==> src/rtl/cbit_pkg.sv <==
// Shared definitions for the branch condition window register file.
// Assumes: none beyond SystemVerilog-2017 packages.
package cbit_pkg;

    // Outcome of the layout legality check.
    typedef enum logic [1:0] {
        CFG_OK        = 2'd0,
        CFG_NO_PART   = 2'd1,
        CFG_ZERO_SIZE = 2'd2,
        CFG_OVERFLOW  = 2'd3
    } cfg_stat_e;

endpackage

==> src/rtl/cbit_cfg.sv <==
// Layout register: samples the partition layout on every clock edge while
// reset is low and holds it afterwards, then grades the held layout.
// Assumes: the layout inputs are steady for at least the last reset cycle.
module cbit_cfg
    import cbit_pkg::*;
#(
    parameter int NBITS = 8,
    parameter int NPART = 4,
    parameter int IW    = 3,
    parameter int SW    = 4,
    parameter int PW    = 2
) (
    input  logic                  clk,
    input  logic                  rst_n,
    input  logic [PW:0]           nparts_i,
    input  logic [NPART*IW-1:0]   base_i,
    input  logic [NPART*SW-1:0]   size_i,
    output logic [PW:0]           nparts_o,
    output logic [NPART*IW-1:0]   base_o,
    output logic [NPART*SW-1:0]   size_o,
    output cfg_stat_e             stat_o
);

    logic [PW:0]         np_q;
    logic [NPART*IW-1:0] base_q;
    logic [NPART*SW-1:0] size_q;

    // Capture the layout while reset is held.
    always_ff @(posedge clk) begin
        if (!rst_n) begin
            np_q   <= nparts_i;
            base_q <= base_i;
            size_q <= size_i;
        end
    end

    // Grade the held layout; the last failing partition sets the code.
    always_comb begin
        stat_o = CFG_OK;
        if (int'(np_q) == 0 || int'(np_q) > NPART) begin
            stat_o = CFG_NO_PART;
        end else begin
            for (int p = 0; p < NPART; p++) begin
                if (p < int'(np_q)) begin
                    if (size_q[p*SW +: SW] == '0)
                        stat_o = CFG_ZERO_SIZE;
                    else if (int'(base_q[p*IW +: IW]) + int'(size_q[p*SW +: SW]) > NBITS)
                        stat_o = CFG_OVERFLOW;
                end
            end
        end
    end

    assign nparts_o = np_q;
    assign base_o   = base_q;
    assign size_o   = size_q;

endmodule

==> src/rtl/cbit_rotor.sv <==
// Rotation pointers: one pointer per partition that names the next slot
// to fill, and wraps at the partition size.
// Assumes: adv_i is raised only for a partition with a legal, non-zero size.
module cbit_rotor #(
    parameter int NPART = 4,
    parameter int IW    = 3,
    parameter int SW    = 4
) (
    input  logic                  clk,
    input  logic                  rst_n,
    input  logic [NPART-1:0]      adv_i,
    input  logic [NPART*SW-1:0]   size_i,
    output logic [NPART*IW-1:0]   ptr_o
);

    for (genvar p = 0; p < NPART; p++) begin : g_part
        logic [IW-1:0] ptr_q;
        logic [SW-1:0] nxt;
        logic [SW-1:0] sz;

        assign sz  = size_i[p*SW +: SW];
        assign nxt = {1'b0, ptr_q} + 1'b1;

        // Step the pointer on each accepted load, wrapping inside the partition.
        always_ff @(posedge clk) begin
            if (!rst_n)
                ptr_q <= '0;
            else if (adv_i[p])
                ptr_q <= (nxt >= sz) ? '0 : nxt[IW-1:0];
        end

        assign ptr_o[p*IW +: IW] = ptr_q;

        // The pointer never leaves its partition.
        p_ptr_in_part_r4: assert property (@(posedge clk) disable iff (!rst_n)
            (sz != '0) |-> ({1'b0, ptr_q} < sz));
    end

endmodule

==> src/rtl/cbit_cell.sv <==
// One condition slot: holds a condition plus two down-counters that place
// its active window relative to the load cycle.
// Assumes: the parent never loads a slot that is still occupied.
module cbit_cell #(
    parameter int CW = 4
) (
    input  logic          clk,
    input  logic          rst_n,
    input  logic          ld_i,
    input  logic          cond_i,
    input  logic [CW-1:0] start_i,
    input  logic [CW-1:0] end_i,
    output logic          busy_o,
    output logic          act_o,
    output logic          cond_o
);

    logic          busy_q;
    logic          cond_q;
    logic [CW-1:0] to_start_q;
    logic [CW-1:0] to_end_q;

    // Load a new condition, or count down the window of the held one.
    always_ff @(posedge clk) begin
        if (!rst_n) begin
            busy_q     <= 1'b0;
            cond_q     <= 1'b0;
            to_start_q <= '0;
            to_end_q   <= '0;
        end else if (ld_i) begin
            busy_q     <= 1'b1;
            cond_q     <= cond_i;
            to_start_q <= start_i;
            to_end_q   <= end_i;
        end else if (busy_q) begin
            if (to_end_q == '0)
                busy_q <= 1'b0;
            else
                to_end_q <= to_end_q - 1'b1;
            if (to_start_q != '0)
                to_start_q <= to_start_q - 1'b1;
        end
    end

    assign busy_o = busy_q;
    assign act_o  = busy_q && (to_start_q == '0);
    assign cond_o = cond_q;

    // A load only reaches a free slot.
    p_load_free_slot_r7: assert property (@(posedge clk) disable iff (!rst_n)
        ld_i |-> !busy_q);

    // A load occupies the slot from the next cycle on.
    p_occupied_after_load_r5: assert property (@(posedge clk) disable iff (!rst_n)
        ld_i |=> busy_o);

endmodule

==> src/rtl/cbit_offset.sv <==
// Offset former: packs the window-active conditions of the first OW slots
// of the selected partition, slot 0 in the least significant bit.
// Assumes: the layout is legal whenever a non-zero offset matters.
module cbit_offset #(
    parameter int NBITS = 8,
    parameter int NPART = 4,
    parameter int IW    = 3,
    parameter int SW    = 4,
    parameter int PW    = 2,
    parameter int OW    = 3
) (
    input  logic [PW-1:0]         sel_i,
    input  logic [PW:0]           nparts_i,
    input  logic [NPART*IW-1:0]   base_i,
    input  logic [NPART*SW-1:0]   size_i,
    input  logic [NBITS-1:0]      act_i,
    input  logic [NBITS-1:0]      cond_i,
    output logic [OW-1:0]         offset_o
);

    logic [IW-1:0] base_sel;
    logic [SW-1:0] size_sel;
    logic          sel_ok;

    assign base_sel = base_i[sel_i*IW +: IW];
    assign size_sel = size_i[sel_i*SW +: SW];
    assign sel_ok   = ({1'b0, sel_i} < nparts_i);

    // Gather active conditions slot by slot, truncated to OW slots.
    always_comb begin
        offset_o = '0;
        for (int j = 0; j < OW; j++) begin
            logic [IW:0] idx;
            idx = {1'b0, base_sel} + (IW+1)'(j);
            if (sel_ok && (j < int'(size_sel)) && (int'(idx) < NBITS))
                offset_o[j] = act_i[idx[IW-1:0]] & cond_i[idx[IW-1:0]];
        end
    end

endmodule

==> src/rtl/cond_bit_ctrl.sv <==
// Branch condition window register file, top level. Decodes fork events
// into per-bit load enables through per-partition rotation pointers, flags
// overruns, and forms the multi-way branch offset of a selected partition.
// Assumes: the layout is set up during reset; forks are presented for one
// cycle each and are accepted or dropped in that same cycle.
module cond_bit_ctrl
    import cbit_pkg::*;
#(
    parameter int NBITS = 8,
    parameter int NPART = 4,
    parameter int CW    = 4,
    parameter int OW    = 3,
    localparam int IW   = $clog2(NBITS),
    localparam int SW   = IW + 1,
    localparam int PW   = $clog2(NPART)
) (
    input  logic                  clk,
    input  logic                  rst_n,
    input  logic [PW:0]           cfg_nparts_i,
    input  logic [NPART*IW-1:0]   cfg_base_i,
    input  logic [NPART*SW-1:0]   cfg_size_i,
    input  logic                  fork_vld_i,
    input  logic [PW-1:0]         fork_part_i,
    input  logic                  fork_cond_i,
    input  logic [CW-1:0]         fork_start_i,
    input  logic [CW-1:0]         fork_end_i,
    input  logic [PW-1:0]         sel_part_i,
    output logic [NBITS-1:0]      ld_en_o,
    output logic [NBITS-1:0]      act_o,
    output logic [OW-1:0]         offset_o,
    output logic                  cfg_err_o,
    output logic                  ovr_err_o
);

    logic [PW:0]         np_w;
    logic [NPART*IW-1:0] base_w;
    logic [NPART*SW-1:0] size_w;
    cfg_stat_e           stat_w;
    logic [NPART*IW-1:0] ptr_w;
    logic [NPART-1:0]    adv_w;
    logic [NBITS-1:0]    busy_w;
    logic [NBITS-1:0]    cond_w;
    logic [IW:0]         tgt_w;
    logic [IW-1:0]       tgt;
    logic                fork_hit;
    logic                accept;
    logic                ovr_q;

    cbit_cfg #(
        .NBITS (NBITS), .NPART (NPART), .IW (IW), .SW (SW), .PW (PW)
    ) u_cfg (
        .clk      (clk),
        .rst_n    (rst_n),
        .nparts_i (cfg_nparts_i),
        .base_i   (cfg_base_i),
        .size_i   (cfg_size_i),
        .nparts_o (np_w),
        .base_o   (base_w),
        .size_o   (size_w),
        .stat_o   (stat_w)
    );

    assign cfg_err_o = (stat_w != CFG_OK);

    cbit_rotor #(
        .NPART (NPART), .IW (IW), .SW (SW)
    ) u_rotor (
        .clk    (clk),
        .rst_n  (rst_n),
        .adv_i  (adv_w),
        .size_i (size_w),
        .ptr_o  (ptr_w)
    );

    // Locate the slot the fork aims at and decide accept or overrun.
    always_comb begin
        tgt_w    = {1'b0, base_w[fork_part_i*IW +: IW]} + {1'b0, ptr_w[fork_part_i*IW +: IW]};
        tgt      = tgt_w[IW-1:0];
        fork_hit = fork_vld_i && !cfg_err_o && ({1'b0, fork_part_i} < np_w)
                   && (int'(tgt_w) < NBITS);
        accept   = fork_hit && !busy_w[tgt];
        ld_en_o  = '0;
        adv_w    = '0;
        if (accept) begin
            ld_en_o[tgt]      = 1'b1;
            adv_w[fork_part_i] = 1'b1;
        end
    end

    // Hold the overrun flag until reset.
    always_ff @(posedge clk) begin
        if (!rst_n)
            ovr_q <= 1'b0;
        else if (fork_hit && busy_w[tgt])
            ovr_q <= 1'b1;
    end

    assign ovr_err_o = ovr_q;

    for (genvar b = 0; b < NBITS; b++) begin : g_slot
        cbit_cell #(.CW (CW)) u_cell (
            .clk     (clk),
            .rst_n   (rst_n),
            .ld_i    (ld_en_o[b]),
            .cond_i  (fork_cond_i),
            .start_i (fork_start_i),
            .end_i   (fork_end_i),
            .busy_o  (busy_w[b]),
            .act_o   (act_o[b]),
            .cond_o  (cond_w[b])
        );
    end

    cbit_offset #(
        .NBITS (NBITS), .NPART (NPART), .IW (IW), .SW (SW), .PW (PW), .OW (OW)
    ) u_offset (
        .sel_i    (sel_part_i),
        .nparts_i (np_w),
        .base_i   (base_w),
        .size_i   (size_w),
        .act_i    (act_o),
        .cond_i   (cond_w),
        .offset_o (offset_o)
    );

    // At most one load enable per cycle.
    p_single_load_r3: assert property (@(posedge clk) disable iff (!rst_n)
        $onehot0(ld_en_o));

    // An illegal layout blocks every load.
    p_bad_cfg_no_load_r2: assert property (@(posedge clk) disable iff (!rst_n)
        cfg_err_o |-> (ld_en_o == '0));

    // The overrun flag is sticky.
    p_ovr_sticky_r7: assert property (@(posedge clk) disable iff (!rst_n)
        ovr_err_o |=> ovr_err_o);

    // No active slot means the default candidate.
    p_idle_offset_zero_r6: assert property (@(posedge clk) disable iff (!rst_n)
        (act_o == '0) |-> (offset_o == '0));

endmodule

==> config.mk <==
export PLATFORM = sky130hd
export DESIGN_NAME = cond_bit_ctrl
export DESIGN_NICKNAME = d
export VERILOG_FILES = /design/src/rtl/cbit_pkg.sv /design/src/rtl/cbit_cfg.sv /design/src/rtl/cbit_rotor.sv /design/src/rtl/cbit_cell.sv /design/src/rtl/cbit_offset.sv /design/src/rtl/cond_bit_ctrl.sv
export SDC_FILE = /design/constraint.sdc
export NUM_CORES = 1
export LEC_CHECK = 0
export ABC_AREA = 1
export BUFFER_PORTS_ARGS = -buffer_cell sky130_fd_sc_hd__buf_4
export CAP_MARGIN = 20
export CORE_UTILIZATION = 50
export DETAILED_ROUTE_END_ITERATION = 6
export HOLD_SLACK_MARGIN = 0.15
export PLACE_DENSITY = 0.69
export REMOVE_ABC_BUFFERS = 1
export SYNTH_ARGS = -nofsm -noshare
export SYNTH_HDL_FRONTEND = slang
export SYNTH_SLANG_ARGS = --single-unit
==> constraint.sdc <==
create_clock -name clk -period 3 [get_ports clk]
set_input_delay 0.15 -clock clk [delete_from_list [all_inputs] [get_ports clk]]
set_output_delay 0.15 -clock clk [all_outputs]
set_load 0.05 [all_outputs]
==> Flow_metrics.wiki <==
{| class="wikitable"
! Metric !! Value
|-
| Placement row count || 47
|-
| Most Frequent Cell on Critical Path || sky130_fd_sc_hd__nand2_1
|-
| Utilization of the core after routing || 0.650
|-
| Req. time, crit path || between 2000 and 3000 ps
|-
| Starting utilization of the core area || 0.517
|-
| Initial antenna violation count || 0
|-
| Final worst setup slack || -114 ps
|-
| Ordered list of cells on the worst path || a22oi_2 > nand3_1 > ha_2 > inv_2 > fa_2 > buf_6 > nand2_1 > nand2_1 > nand2_1 > nand2_2 > inv_2 > nand4_4 > buf_12 > nor2_4 > buf_6
|-
| Cell with the most instances after synthesis || sky130_fd_sc_hd__nand2_1
|-
| Final Hold Violating Endpoints || 0
|-
| Number of slew-limit violations in the final report || 0
|-
| Run status || finished with violations
|-
| GR Util All Layers || 0.274
|-
| Finished Cell Area || 10900 sq um
|-
| Final min period || 3110 ps
|-
| Layout overhead on the synthesized area || 25.7%
|-
| Clock transition at the register clock pins on the worst setup and hold paths after CTS || 60 ps
|-
| Share of total power in the clock network || 0.458
|-
| Final clock skew || 13.3 ps
|-
| Weighted congestion at the end of routability-driven global placement || roughly 0.9
|-
| Fmax || 321 MHz
|-
| Placed cell areas || 9500 sq um
|-
| TritonCTS sink count || roughly 120
|-
| Net switching fraction of the power || 0.269
|-
| Average vias per placed instance || 5.28
|-
| Number of I/O port buffers || 67
|-
| M3 GR Usage || 0.0529
|-
| Fraction of the cycle the final worst path needs || 1.04
|-
| Synth Register Bits || 124
|-
| Share of the synthesized area in the top cell type || 0.215
|-
| Distinct cell type count of the synthesized netlist || slightly below 50
|-
| Post-detail-place hpwl || 16000 microns
|-
| Buffer cell driving the clock tree root || sky130_fd_sc_hd__clkbuf_16
|-
| Number of setup violations in the final report || 8
|-
| Maximum level of the CTS H-tree || 4
|-
| Combinational group share of total power || 0.165
|-
| Worst Hold Class || in -> reg
|-
| Mean post-synth cell area || just over 7 sq um
|-
| Relative slew margins || 0.597
|-
| Global routing met2 resource utilization || 0.475
|-
| Clock buffers created by TritonCTS || 17
|-
| Clock tree from TritonCTS || built
|-
| DRC viols || 0
|-
| Detailed-route wire length per cell || 15.0 microns
|-
| Count of mapped cells out of synthesis || 1203
|-
| Number of top-level pins || 68
|-
| Antenna cells || 0
|-
| Top cell type by total area after synthesis || sky130_fd_sc_hd__dfxtp_1
|-
| Global Route met1 Usage || 0.335
|-
| Worst skew pair latency || 420 ps
|-
| Die Y-Extent || 134 microns
|-
| Number of violations of the max-capacitance limit || 0
|-
| Post-synthesis instance area || 8670 sq um
|-
| Part of the total power dissipated in sequential elements || 0.377
|-
| Largest cells by area after synthesis || sky130_fd_sc_hd__dfxtp_1 21%, sky130_fd_sc_hd__nand2_1 11%, sky130_fd_sc_hd__edfxtp_1 11%, sky130_fd_sc_hd__ha_1 9.1%, sky130_fd_sc_hd__inv_1 7.5%
|-
| Startpoint type of the worst setup path || flip-flop
|-
| Post-synth ARST share || 0
|-
| Sequential cell area fraction in the yosys report || 0.322
|-
| Wire length of the first global-routing pass || roughly 38000 microns
|-
| Slew of the pin with the lowest slew margin || a little over 600 ps
|-
| Worst path max stage delay || 450 ps
|-
| RSZ-0062 raised after global routing || yes
|-
| Placeable core region || 16800 sq um
|-
| Maximum number of pins on one net before global-route repair || 53
|-
| Number of nets in the layout || about 1500
|-
| Via count of the first global-routing pass || between 7000 and 8000
|-
| Grt ovf || 0
|-
| CP endpoint kind || output pin
|-
| Number of nets with antenna violations after detailed routing || 0
|-
| P_leak || 4.72 nW
|-
| Number of vias in the routed layout || ~8300
|-
| Global route hottest layer || met2
|-
| Main flop type after synthesis || sky130_fd_sc_hd__dfxtp_1
|-
| Router iterations before antenna repair || 5
|-
| Final WL || 23700 microns
|-
| Most numerous cell types in the synthesized netlist || 252 x sky130_fd_sc_hd__nand2_1, 174 x sky130_fd_sc_hd__inv_1, 118 x sky130_fd_sc_hd__nor2_1, 98 x sky130_fd_sc_hd__a21oi_1
|-
| Total power density per cell area || 439 nW/um^2
|-
| Number of synthesized flops with an enable pin || 31
|-
| Iteration-0 DRC Markers || 533
|-
| Maximum vdd drop || ~470 uV
|-
| Die Outline Area || 17900 sq um
|-
| Yosys warnings || 0
|-
| Overall die width || 134 microns
|-
| Total power of the final layout || between 4 and 5 mW
|-
| Net Sw Power || 1.29 mW
|-
| Biggest fanout along the worst timing path || 8
|-
| Int Pwr || 3.50 mW
|-
| Share of cells above drive strength 1 || 0.169
|-
| Clk buf depth || 2
|-
| Crit Path Class || reg -> out
|-
| Violated checks || setup timing
|-
| Cell with the largest stage delay on the worst path || sky130_fd_sc_hd__fa_2
|-
| Data arrival time at the worst-slack endpoint || about 3000 ps
|}
==> metal layers <==
metal / share of wire / vias to the layer above / wire length, microns
met4: 0.025 / 0 / 591
met1: 0.44 / 3864 / 10300
met5: 0 / - / 0
met2: 0.49 / 232 / 11500
li1: - / 4190 / -
met3: 0.053 / 40 / 1260
==> worst max-delay path, delay by kind of cell (launching register included) <==
kind                       cells  cell delay, ps
AOI/OAI and AO/OA              1             180
buffers and inverters          5             650
DFF                            1             420
adders and majority gates      2             660
and+or+nand+nor                7             610
==> metrics by stage <==
| stage | std cells | TNS (ps) | hold slack [ps] | setup slack, ps |
|---|---|---|---|---|
| 2_1_floorplan | 1157 | -39930 | 249 | -688 |
| 3_3_place_gp | 1488 | -37.3 | 328 | -15.2 |
| 3_5_place_dp | 1488 | -2750 | 329 | -102 |
| 4_1_cts | 1574 | -1210 | 187 | -169 |
| 5_1_grt | 1578 | -5950 | 212 | -223 |
| 6_report | 1578 | -734 | 212 | -114 |
==> state kept, by name, indices dropped and copies added, names as in the netlist <==
register                  flops
u_rotor.g_part.ptr_q         12
g_slot.u_cell.busy_o          8
u_cfg.base_o                 12
g_slot.u_cell.to_start_q     32
ovr_err_o                     1
g_slot.u_cell.cond_o          8
g_slot.u_cell.to_end_q       32
u_cfg.size_o                 16
u_cfg.nparts_o                3
==> logic make-up (layout without fill, tap and decap cells) <==
family          Yosys count  count (layout)  share of synthesized area
compound gates          225             225                      0.146
mux                       1               1                    0.00115
simple gates            509             509                      0.262
fa+ha+maj                68              68                      0.102
buf+inv                 225             380                      0.114
flops                   124             124                      0.322
xor+xnor                 51              51                     0.0515
==> layout by cell type (no fill, tap or decap), types with 4 or more instances in the layout <==
| cell | instances |
|---|---|
| sky130_fd_sc_hd__nand2_1 | 248 |
| sky130_fd_sc_hd__inv_1 | 164 |
| sky130_fd_sc_hd__nor2_1 | 114 |
| sky130_fd_sc_hd__buf_4 | 111 |
| sky130_fd_sc_hd__nand3_1 | 93 |
| sky130_fd_sc_hd__dfxtp_1 | 93 |
| sky130_fd_sc_hd__a21oi_1 | 89 |
| sky130_fd_sc_hd__ha_1 | 61 |
| sky130_fd_sc_hd__o21ai_0 | 56 |
| sky130_fd_sc_hd__xor2_1 | 51 |
| sky130_fd_sc_hd__dlygate4sd3_1 | 34 |
| sky130_fd_sc_hd__edfxtp_1 | 31 |
| sky130_fd_sc_hd__clkbuf_16 | 18 |
| sky130_fd_sc_hd__o21bai_1 | 16 |
| sky130_fd_sc_hd__o21ai_1 | 14 |
| sky130_fd_sc_hd__buf_6 | 14 |
| sky130_fd_sc_hd__inv_2 | 12 |
| sky130_fd_sc_hd__nor2_4 | 10 |
| sky130_fd_sc_hd__a31oi_1 | 9 |
| sky130_fd_sc_hd__a21oi_2 | 9 |
| sky130_fd_sc_hd__nand2_2 | 8 |
| sky130_fd_sc_hd__nand4_1 | 7 |
| sky130_fd_sc_hd__o211ai_1 | 7 |
| sky130_fd_sc_hd__nor3_1 | 6 |
| sky130_fd_sc_hd__buf_8 | 5 |
| sky130_fd_sc_hd__nor2_8 | 4 |
| sky130_fd_sc_hd__nor2_2 | 4 |
| sky130_fd_sc_hd__fa_1 | 4 |
==> power by group through the flow <==
stage	Sequential (mW)	Combinational [mW]	Clock [mW]
after floorplan	1.82	0.430	0
after global placement	1.84	0.679	0
after detailed placement	1.84	0.687	0
after CTS	1.80	0.754	2.23
after global routing	1.81	0.866	2.29
final	1.80	0.791	2.20
==> timing repair <==
action / CTS / global route
hold buffers: 34 / 0
buffers inserted: 18 / 6
endpoints found under the hold margin: 55 / 0
cloned: 2 / 0
resized for setup: 19 / 61
pin swaps: 13 / 20
setup endpoints to repair: 15 / 90
==> path summary, 6_finish.rpt <==
check                   from  depth (start not counted)  slack, ps                              to
max          u_cfg.base_o[0]                         15       -110                      ld_en_o[5]
min                    rst_n                          3        210  g_slot[4].u_cell.to_start_q[0]
max reg2reg  u_cfg.base_o[0]                         17         20    g_slot[3].u_cell.to_end_q[2]
min reg2reg        ovr_err_o                          1        470                       ovr_err_o
==> final cells by class <==
class	instances	area [sq um]
clock buffer	24	503
clock inverter	8	125
fill	1482	5860
inverter	179	672
multi-input combinational	854	5000
sequential	124	2790
tap	220	275
timing repair buffer	169	1530
No activity file was read; power rests on OpenSTA's default activity.
